==> config.mk <==
export PLATFORM = sky130hd
export DESIGN_NAME = uart_tx_core
export DESIGN_NICKNAME = d
export VERILOG_FILES = /design/src/rtl/uart_tx_pkg.sv /design/src/rtl/uart_tx_bit_timer.sv /design/src/rtl/uart_tx_framer.sv /design/src/rtl/uart_tx_core.sv
export SDC_FILE = /design/constraint.sdc
export NUM_CORES = 1
export LEC_CHECK = 0
export ABC_CLOCK_PERIOD_IN_PS = 2600
export BUFFER_PORTS_ARGS = -buffer_cell sky130_fd_sc_hd__buf_2
export CAP_MARGIN = 15
export CORE_MARGIN = 8
export CORE_UTILIZATION = 50
export DETAILED_ROUTE_END_ITERATION = 16
export PLACE_DENSITY = 0.81
export REMOVE_ABC_BUFFERS = 1
export SLEW_MARGIN = 25
export SYNTH_ARGS = -nofsm -noshare
export SYNTH_HDL_FRONTEND = slang
export SYNTH_SLANG_ARGS = --single-unit
export TNS_END_PERCENT = 20
==> constraint.sdc <==
create_clock -name clk -period 2.6 [get_ports clk]
set_input_delay 0 -clock clk [delete_from_list [all_inputs] [get_ports clk]]
set_output_delay 0 -clock clk [all_outputs]
set_load 0.02 [all_outputs]
==> src/rtl/uart_tx_pkg.sv <==
package uart_tx_pkg;

    typedef enum logic [1:0] {
        ST_IDLE = 2'd0,
        ST_SEND = 2'd1,
        ST_BRK  = 2'd2,
        ST_RCV  = 2'd3
    } tx_state_e;

    // Configuration word field positions
    localparam int CFG_FC_OFF    = 30;
    localparam int CFG_LEN_HI    = 29;
    localparam int CFG_LEN_LO    = 28;
    localparam int CFG_TWO_STOP  = 27;
    localparam int CFG_PAR_EN    = 26;
    localparam int CFG_PAR_SENSE = 25;
    localparam int CFG_PAR_FIXED = 24;

endpackage

==> src/rtl/uart_tx_bit_timer.sv <==
module uart_tx_bit_timer #(
    parameter int W = 24
) (
    input  logic         clk,
    input  logic         rst_n,
    input  logic         load,
    input  logic [W-1:0] load_val,
    output logic         expired
);
    logic [W-1:0] cnt_d, cnt_q;

    always_comb begin
        cnt_d = cnt_q;
        if (load)
            cnt_d = load_val;
        else if (cnt_q != '0)
            cnt_d = cnt_q - 1'b1;
    end

    always_ff @(posedge clk) begin
        if (!rst_n) cnt_q <= '0;
        else        cnt_q <= cnt_d;
    end

    assign expired = (cnt_q == '0);


    tmr_count_chk: assert property (@(posedge clk) disable iff (!rst_n)
        (!load && cnt_q != '0) |=> (cnt_q == $past(cnt_q) - 1'b1));

endmodule

==> src/rtl/uart_tx_framer.sv <==
module uart_tx_framer #(
    parameter int MAX_DATA = 8,
    parameter int FRAME_W  = MAX_DATA + 4,
    parameter int CNT_W    = $clog2(FRAME_W + 1)
) (
    input  logic [MAX_DATA-1:0] data_in,
    input  logic [1:0]          len_code,
    input  logic                par_en,
    input  logic                par_sense,
    input  logic                par_fixed,
    input  logic                two_stop,
    output logic [FRAME_W-1:0]  frame,
    output logic [CNT_W-1:0]    nbits
);
    logic [FRAME_W-1:0] dpad;
    logic [CNT_W-1:0]   n_data;
    logic               par_bit;

    assign dpad = FRAME_W'(data_in);

    always_comb begin
        n_data  = CNT_W'(MAX_DATA) - CNT_W'(len_code);
        par_bit = par_sense;
        if (!par_fixed) begin
            for (int i = 0; i < MAX_DATA; i++)
                if (CNT_W'(i) < n_data) par_bit = par_bit ^ data_in[i];
        end
        frame    = '1;
        frame[0] = 1'b0;
        for (int i = 1; i < FRAME_W; i++) begin
            if (CNT_W'(i) <= n_data)
                frame[i] = dpad[i-1];
            else if (par_en && (CNT_W'(i) == n_data + 1'b1))
                frame[i] = par_bit;
        end
        nbits = n_data + CNT_W'(1) + CNT_W'(par_en)
              + (two_stop ? CNT_W'(2) : CNT_W'(1));
    end

endmodule

==> src/rtl/uart_tx_core.sv <==
module uart_tx_core
    import uart_tx_pkg::*;
#(
    parameter int CFG_W     = 31,
    parameter int DIV_W     = 24,
    parameter int MAX_DATA  = 8,
    parameter bit FLOW_CTRL = 1'b1
) (
    input  logic                clk,
    input  logic                rst_n,
    input  logic [CFG_W-1:0]    cfg_word,
    input  logic                tx_valid,
    input  logic [MAX_DATA-1:0] tx_byte,
    input  logic                brk_req,
    input  logic                cts_n,
    output logic                line_out,
    output logic                busy
);
    localparam int FRAME_W = MAX_DATA + 4;
    localparam int CNT_W   = $clog2(FRAME_W + 1);

    typedef struct packed {
        tx_state_e          st;
        logic               line;
        logic [FRAME_W-1:0] shreg;
        logic [CNT_W-1:0]   left;
        logic [DIV_W-1:0]   div_m1;
    } regs_t;

    regs_t r_d, r_q;

    logic               fc_on, hold, accept;
    logic [DIV_W-1:0]   div_cfg, div_m1_now;
    logic               tmr_load, tmr_done;
    logic [DIV_W-1:0]   tmr_val;
    logic [FRAME_W-1:0] frame;
    logic [CNT_W-1:0]   nbits;

    uart_tx_framer #(
        .MAX_DATA (MAX_DATA),
        .FRAME_W  (FRAME_W),
        .CNT_W    (CNT_W)
    ) u_frm (
        .data_in   (tx_byte),
        .len_code  (cfg_word[CFG_LEN_HI:CFG_LEN_LO]),
        .par_en    (cfg_word[CFG_PAR_EN]),
        .par_sense (cfg_word[CFG_PAR_SENSE]),
        .par_fixed (cfg_word[CFG_PAR_FIXED]),
        .two_stop  (cfg_word[CFG_TWO_STOP]),
        .frame     (frame),
        .nbits     (nbits)
    );

    uart_tx_bit_timer #(.W(DIV_W)) u_tmr (
        .clk      (clk),
        .rst_n    (rst_n),
        .load     (tmr_load),
        .load_val (tmr_val),
        .expired  (tmr_done)
    );

    assign fc_on      = FLOW_CTRL && !cfg_word[CFG_FC_OFF];
    assign hold       = fc_on && cts_n;
    assign div_cfg    = cfg_word[DIV_W-1:0];
    assign div_m1_now = (div_cfg == '0) ? '0 : div_cfg - 1'b1;
    assign busy       = (r_q.st != ST_IDLE) || brk_req || hold;
    assign accept     = tx_valid && !busy;

    always_comb begin
        r_d      = r_q;
        tmr_load = 1'b0;
        tmr_val  = r_q.div_m1;
        if (brk_req) begin
            r_d.st   = ST_BRK;
            r_d.line = 1'b0;
        end else begin
            unique case (r_q.st)
                ST_IDLE: begin
                    if (accept) begin
                        r_d.st     = ST_SEND;
                        r_d.shreg  = frame;
                        r_d.line   = frame[0];
                        r_d.left   = nbits;
                        r_d.div_m1 = div_m1_now;
                        tmr_load   = 1'b1;
                        tmr_val    = div_m1_now;
                    end
                end
                ST_SEND: begin
                    if (tmr_done) begin
                        if (r_q.left == CNT_W'(1)) begin
                            r_d.st   = ST_IDLE;
                            r_d.line = 1'b1;
                        end else begin
                            r_d.shreg = {1'b1, r_q.shreg[FRAME_W-1:1]};
                            r_d.line  = r_q.shreg[1];
                            r_d.left  = r_q.left - 1'b1;
                            tmr_load  = 1'b1;
                        end
                    end
                end
                ST_BRK: begin
                    r_d.st   = ST_RCV;
                    r_d.line = 1'b1;
                    tmr_load = 1'b1;
                    tmr_val  = div_m1_now;
                end
                ST_RCV: begin
                    if (tmr_done) r_d.st = ST_IDLE;
                end
                default: r_d.st = ST_IDLE;
            endcase
        end
    end

    always_ff @(posedge clk) begin
        if (!rst_n) begin
            r_q.st     <= ST_IDLE;
            r_q.line   <= 1'b1;
            r_q.shreg  <= '1;
            r_q.left   <= '0;
            r_q.div_m1 <= '0;
        end else begin
            r_q <= r_d;
        end
    end

    assign line_out = r_q.line;


    brk_low_chk: assert property (@(posedge clk) disable iff (!rst_n)
        ($past(rst_n) && $past(brk_req)) |-> !line_out);


    start_bit_chk: assert property (@(posedge clk) disable iff (!rst_n)
        accept |=> !line_out);


    busy_after_accept_chk: assert property (@(posedge clk) disable iff (!rst_n)
        accept |=> busy);


    cts_hold_chk: assert property (@(posedge clk) disable iff (!rst_n)
        (r_q.st == ST_IDLE && hold && !brk_req) |=> (line_out && r_q.st == ST_IDLE));


    recover_high_chk: assert property (@(posedge clk) disable iff (!rst_n)
        (r_q.st == ST_RCV) |-> (line_out && busy));

endmodule

==> metrics.md <==
| Metric | Value |
|---|---|
| Hold Crit Class | `in -> reg` |
| Area contributors post-synth | `dfxtp_1, xor2_1, a211oi_1` |
| Flop pwr share | `34.9%` |
| Fin. Hold Viols | `0` |
| Crit path capture | `u_tmr.cnt_q[16]$_SDFFE_PN0P_` |
| Root Buffer | `clkbuf_8` |
| Setup Viol. Count Final | `0` |
| Top-count cell post-synth | `dfxtp_1` |
| Antenna violations before repair | `0` |
| Met1 usage | `25.0%` |
| Largest net degree at the start of global routing | `41` |
| Slew @ Worst Pin | `722 ps` |
| Max rail drop VDD | `0.388 mV` |
| Switching share of power | `40.1%` |
| Max frequency | `402 MHz` |
| Grt total ovfl | `0` |
| Clock power frac | `21.3%` |
| Top cell type by total area after synthesis | `dfxtp_1` |
| Synth Cell Area | `4530 µm²` |
| P_sw | `0.00158 W` |
| Die Span Y | `111 µm` |
| R2R depth | `8` |
| Min Tclk post-route | `2490 ps` |
| Synth top cells by count | `dfxtp_1, nor2_1, nand2_1` |
| Startpoint class of the critical path | `flop` |
| Number of global-route vias before repair | `4389` |
| # DRC | `0` |
| WHS | `49.1 ps` |
| Pint | `0.00236 W` |
| Prevailing post-synth register cell | `dfxtp_1` |
| M3 GR Usage | `4.71%` |
| Most used routing layer | `met2` |
| Reg clk slew, reported paths | `70 ps` |
| Total of max-cap violations | `0` |
| Die area | `12400 µm²` |
| Worst endpoint data arrival time | `2700 ps` |
| Via count | `4506` |
| FF-to-FF End | `u_tmr.cnt_q[16]$_SDFFE_PN0P_` |
| Cell variety after synth | `74` |
| Num CTS Buffers | `9` |
| Routed wire length per instance | `18.3 µm` |
| Gpl congestion | `0.892` |
| Syn Area/Cell | `8.47 µm²` |
| Worst-path fanout max | `30` |
| Max-slew headroom | `51.9%` |
| Reg-to-reg startpoint | `u_tmr.cnt_q[2]$_SDFFE_PN0P_` |
| Comb pwr share | `43.7%` |
| First-pass detailed-route iteration total | `7` |
| Final wirelength | `12.9 mm` |
| Status | `completed` |
| Gate count of the mapped netlist | `535` |
| Share of cells above drive strength 1 | `20.1%` |
| Initial Util | `51.7%` |
| Critical Path End Type | `flop` |
| Power per cell area | `758 nW/µm²` |
| Met2 Use GR | `34.2%` |
| Required time worst endpoint | `2810 ps` |
| Synthesized flop and latch total | `66` |
| CTS tree | `built` |
| Clock Latency Late Sink | `350 ps` |
| Row count | `34` |
| I/O Buffers | `45` |
| # clock sinks | `66` |
| IO Pins | `46` |
| RSZ-0062 raised after global routing | `no` |
| Area Growth Syn to Fin | `14.8%` |
| Total GRT Usage | `20.4%` |
| Die width | `111 µm` |
| Leakage | `2.05 nW` |
| Tcrit/Tclk final | `95.8%` |
| CTS hold repair buffers | `0` |
| Setup TNS | `0 ps` |
| Detail Route Antenna Nets | `0` |
| Initial detailed-routing violation count | `393` |
| Core region area | `8760 µm²` |
| Layout Nets | `652` |
| Clock Path Buffers | `2` |
| Layout Skew | `11.4 ps` |
| Post-DR vias/cell | `6.40` |
| CTS H-tree depth | `3` |
| Max-slew violation count | `0` |
| Min-delay src | `cfg_word[28]` |
| N_diodes | `0` |
| R2R setup slack | `110 ps` |
| Sequential element share of the synthesized area | `29.2%` |
| Worst Setup SP | `u_tmr.cnt_q[2]$_SDFFE_PN0P_` |
| Number of synthesized flops with an enable pin | `0` |
| CP Class | `reg -> reg` |
| Synth top area share | `29.2%` |
| Yosys warning count | `0` |
| Synth async-reset ratio | `0%` |
| DP HPWL | `9.46 mm` |
| First-pass GRT wire length | `21.4 mm` |
-- layer usage --
| metal | wire length [µm] | part of all wire [%] | vias to the layer above |
|---|---|---|---|
| li1 | - | - | 2128 |
| met1 | 5510 | 43 | 2162 |
| met2 | 6140 | 48 | 188 |
| met3 | 960 | 7.5 | 28 |
| met4 | 263 | 2.0 | 0 |
| met5 | 0 | 0 | - |
-- layout make-up --
class / count / area, µm²
clock buffers: 13 / 169
clock inverters: 3 / 21.3
fillers: 794 / 3560
inverters: 18 / 67.6
multi-input cells: 420 / 3000
flip-flops and latches: 66 / 1320
well taps: 108 / 135
repair buffers: 76 / 483
-- stage by stage --
step	cells	power (W)	setup slack, ps	util [%]	area, µm²
after floorplan	504	0.00250	-467	-	4390
after global placement	688	0.00301	199	57.1	5010
after detailed placement	688	0.00308	101	57.1	5010
after CTS	704	0.00393	75.9	59.3	5200
after global routing	704	0.00417	37.5	59.4	5200
final	704	0.00394	110	59.4	5200
-- how the worst min path moves through the flow --
stage                                  to  slack, ps  depth (start not counted)
finish               r_q[35]$_SDFFE_PN1P_         50                          3
detailed placement   r_q[35]$_SDFFE_PN1P_        400                          3
global placement      r_q[0]$_SDFFE_PN0P_        390                          4
CTS                  r_q[35]$_SDFFE_PN1P_         40                          3
global route        line_out$_SDFFE_PN1P_         70                          2
floorplan           line_out$_SDFFE_PN1P_         80                          1
-- state kept, by name, summed over array words and instances, names as in the netlist --
register,count
line_out,1
r_q,41
u_tmr.cnt_q,24
-- power groups by stage --
stage          clock, W  combinational (W)  sequential, W
4_1_cts        0.000849            0.00171        0.00137
5_1_grt        0.000898            0.00187        0.00139
2_1_floorplan         0            0.00116        0.00134
3_3_place_gp          0            0.00164        0.00138
3_5_place_dp          0            0.00169        0.00139
6_report       0.000841            0.00172        0.00138
-- layout by cell type (no fill, tap or decap), drive strengths merged, types with 7 or more instances in the layout --
cell    synthesis  routed
nor2           53      53
nor3           22      22
ha             15      15
o21ai          21      21
dfxtp          66      66
nand2b          7       7
nand2          34      34
nand3          16      16
o31ai          11      11
a221oi         15      15
and3            8       8
xor2           25      25
clkbuf         21      13
a211oi         29      29
xnor2          21      21
buf            10      76
inv            18      19
and2            8       8
a21oi          25      25
or4            10      10
nor4           13      13
-- kinds of logic (layout without fill, tap and decap cells) --
| kind of cell | Yosys count | in the layout | synth area share [%] |
|---|---|---|---|
| xor+xnor | 47 | 47 | 9.39 |
| mux | 4 | 4 | 0.884 |
| simple gates | 201 | 201 | 25.0 |
| buf+inv | 49 | 110 | 4.64 |
| fa+ha+maj | 17 | 17 | 5.02 |
| flops | 66 | 66 | 29.2 |
| compound gates | 151 | 151 | 25.9 |
-- critical path: stages (launching register included) --
cell      delay (ps)
dfxtp_1          360
or4_1            570
nor3_1           160
buf_4            240
nand3_4           90
o31a_1           290
buf_12           180
a221oi_1         360
a211oi_1          90
-- timing repair --
item | CTS | global route
hold endpoints to repair | 0 | 0
resized for setup | 0 | 2
setup endpoints to repair | 0 | 6
buffers inserted | 0 | 0
Power figures use the tool's default switching activity.
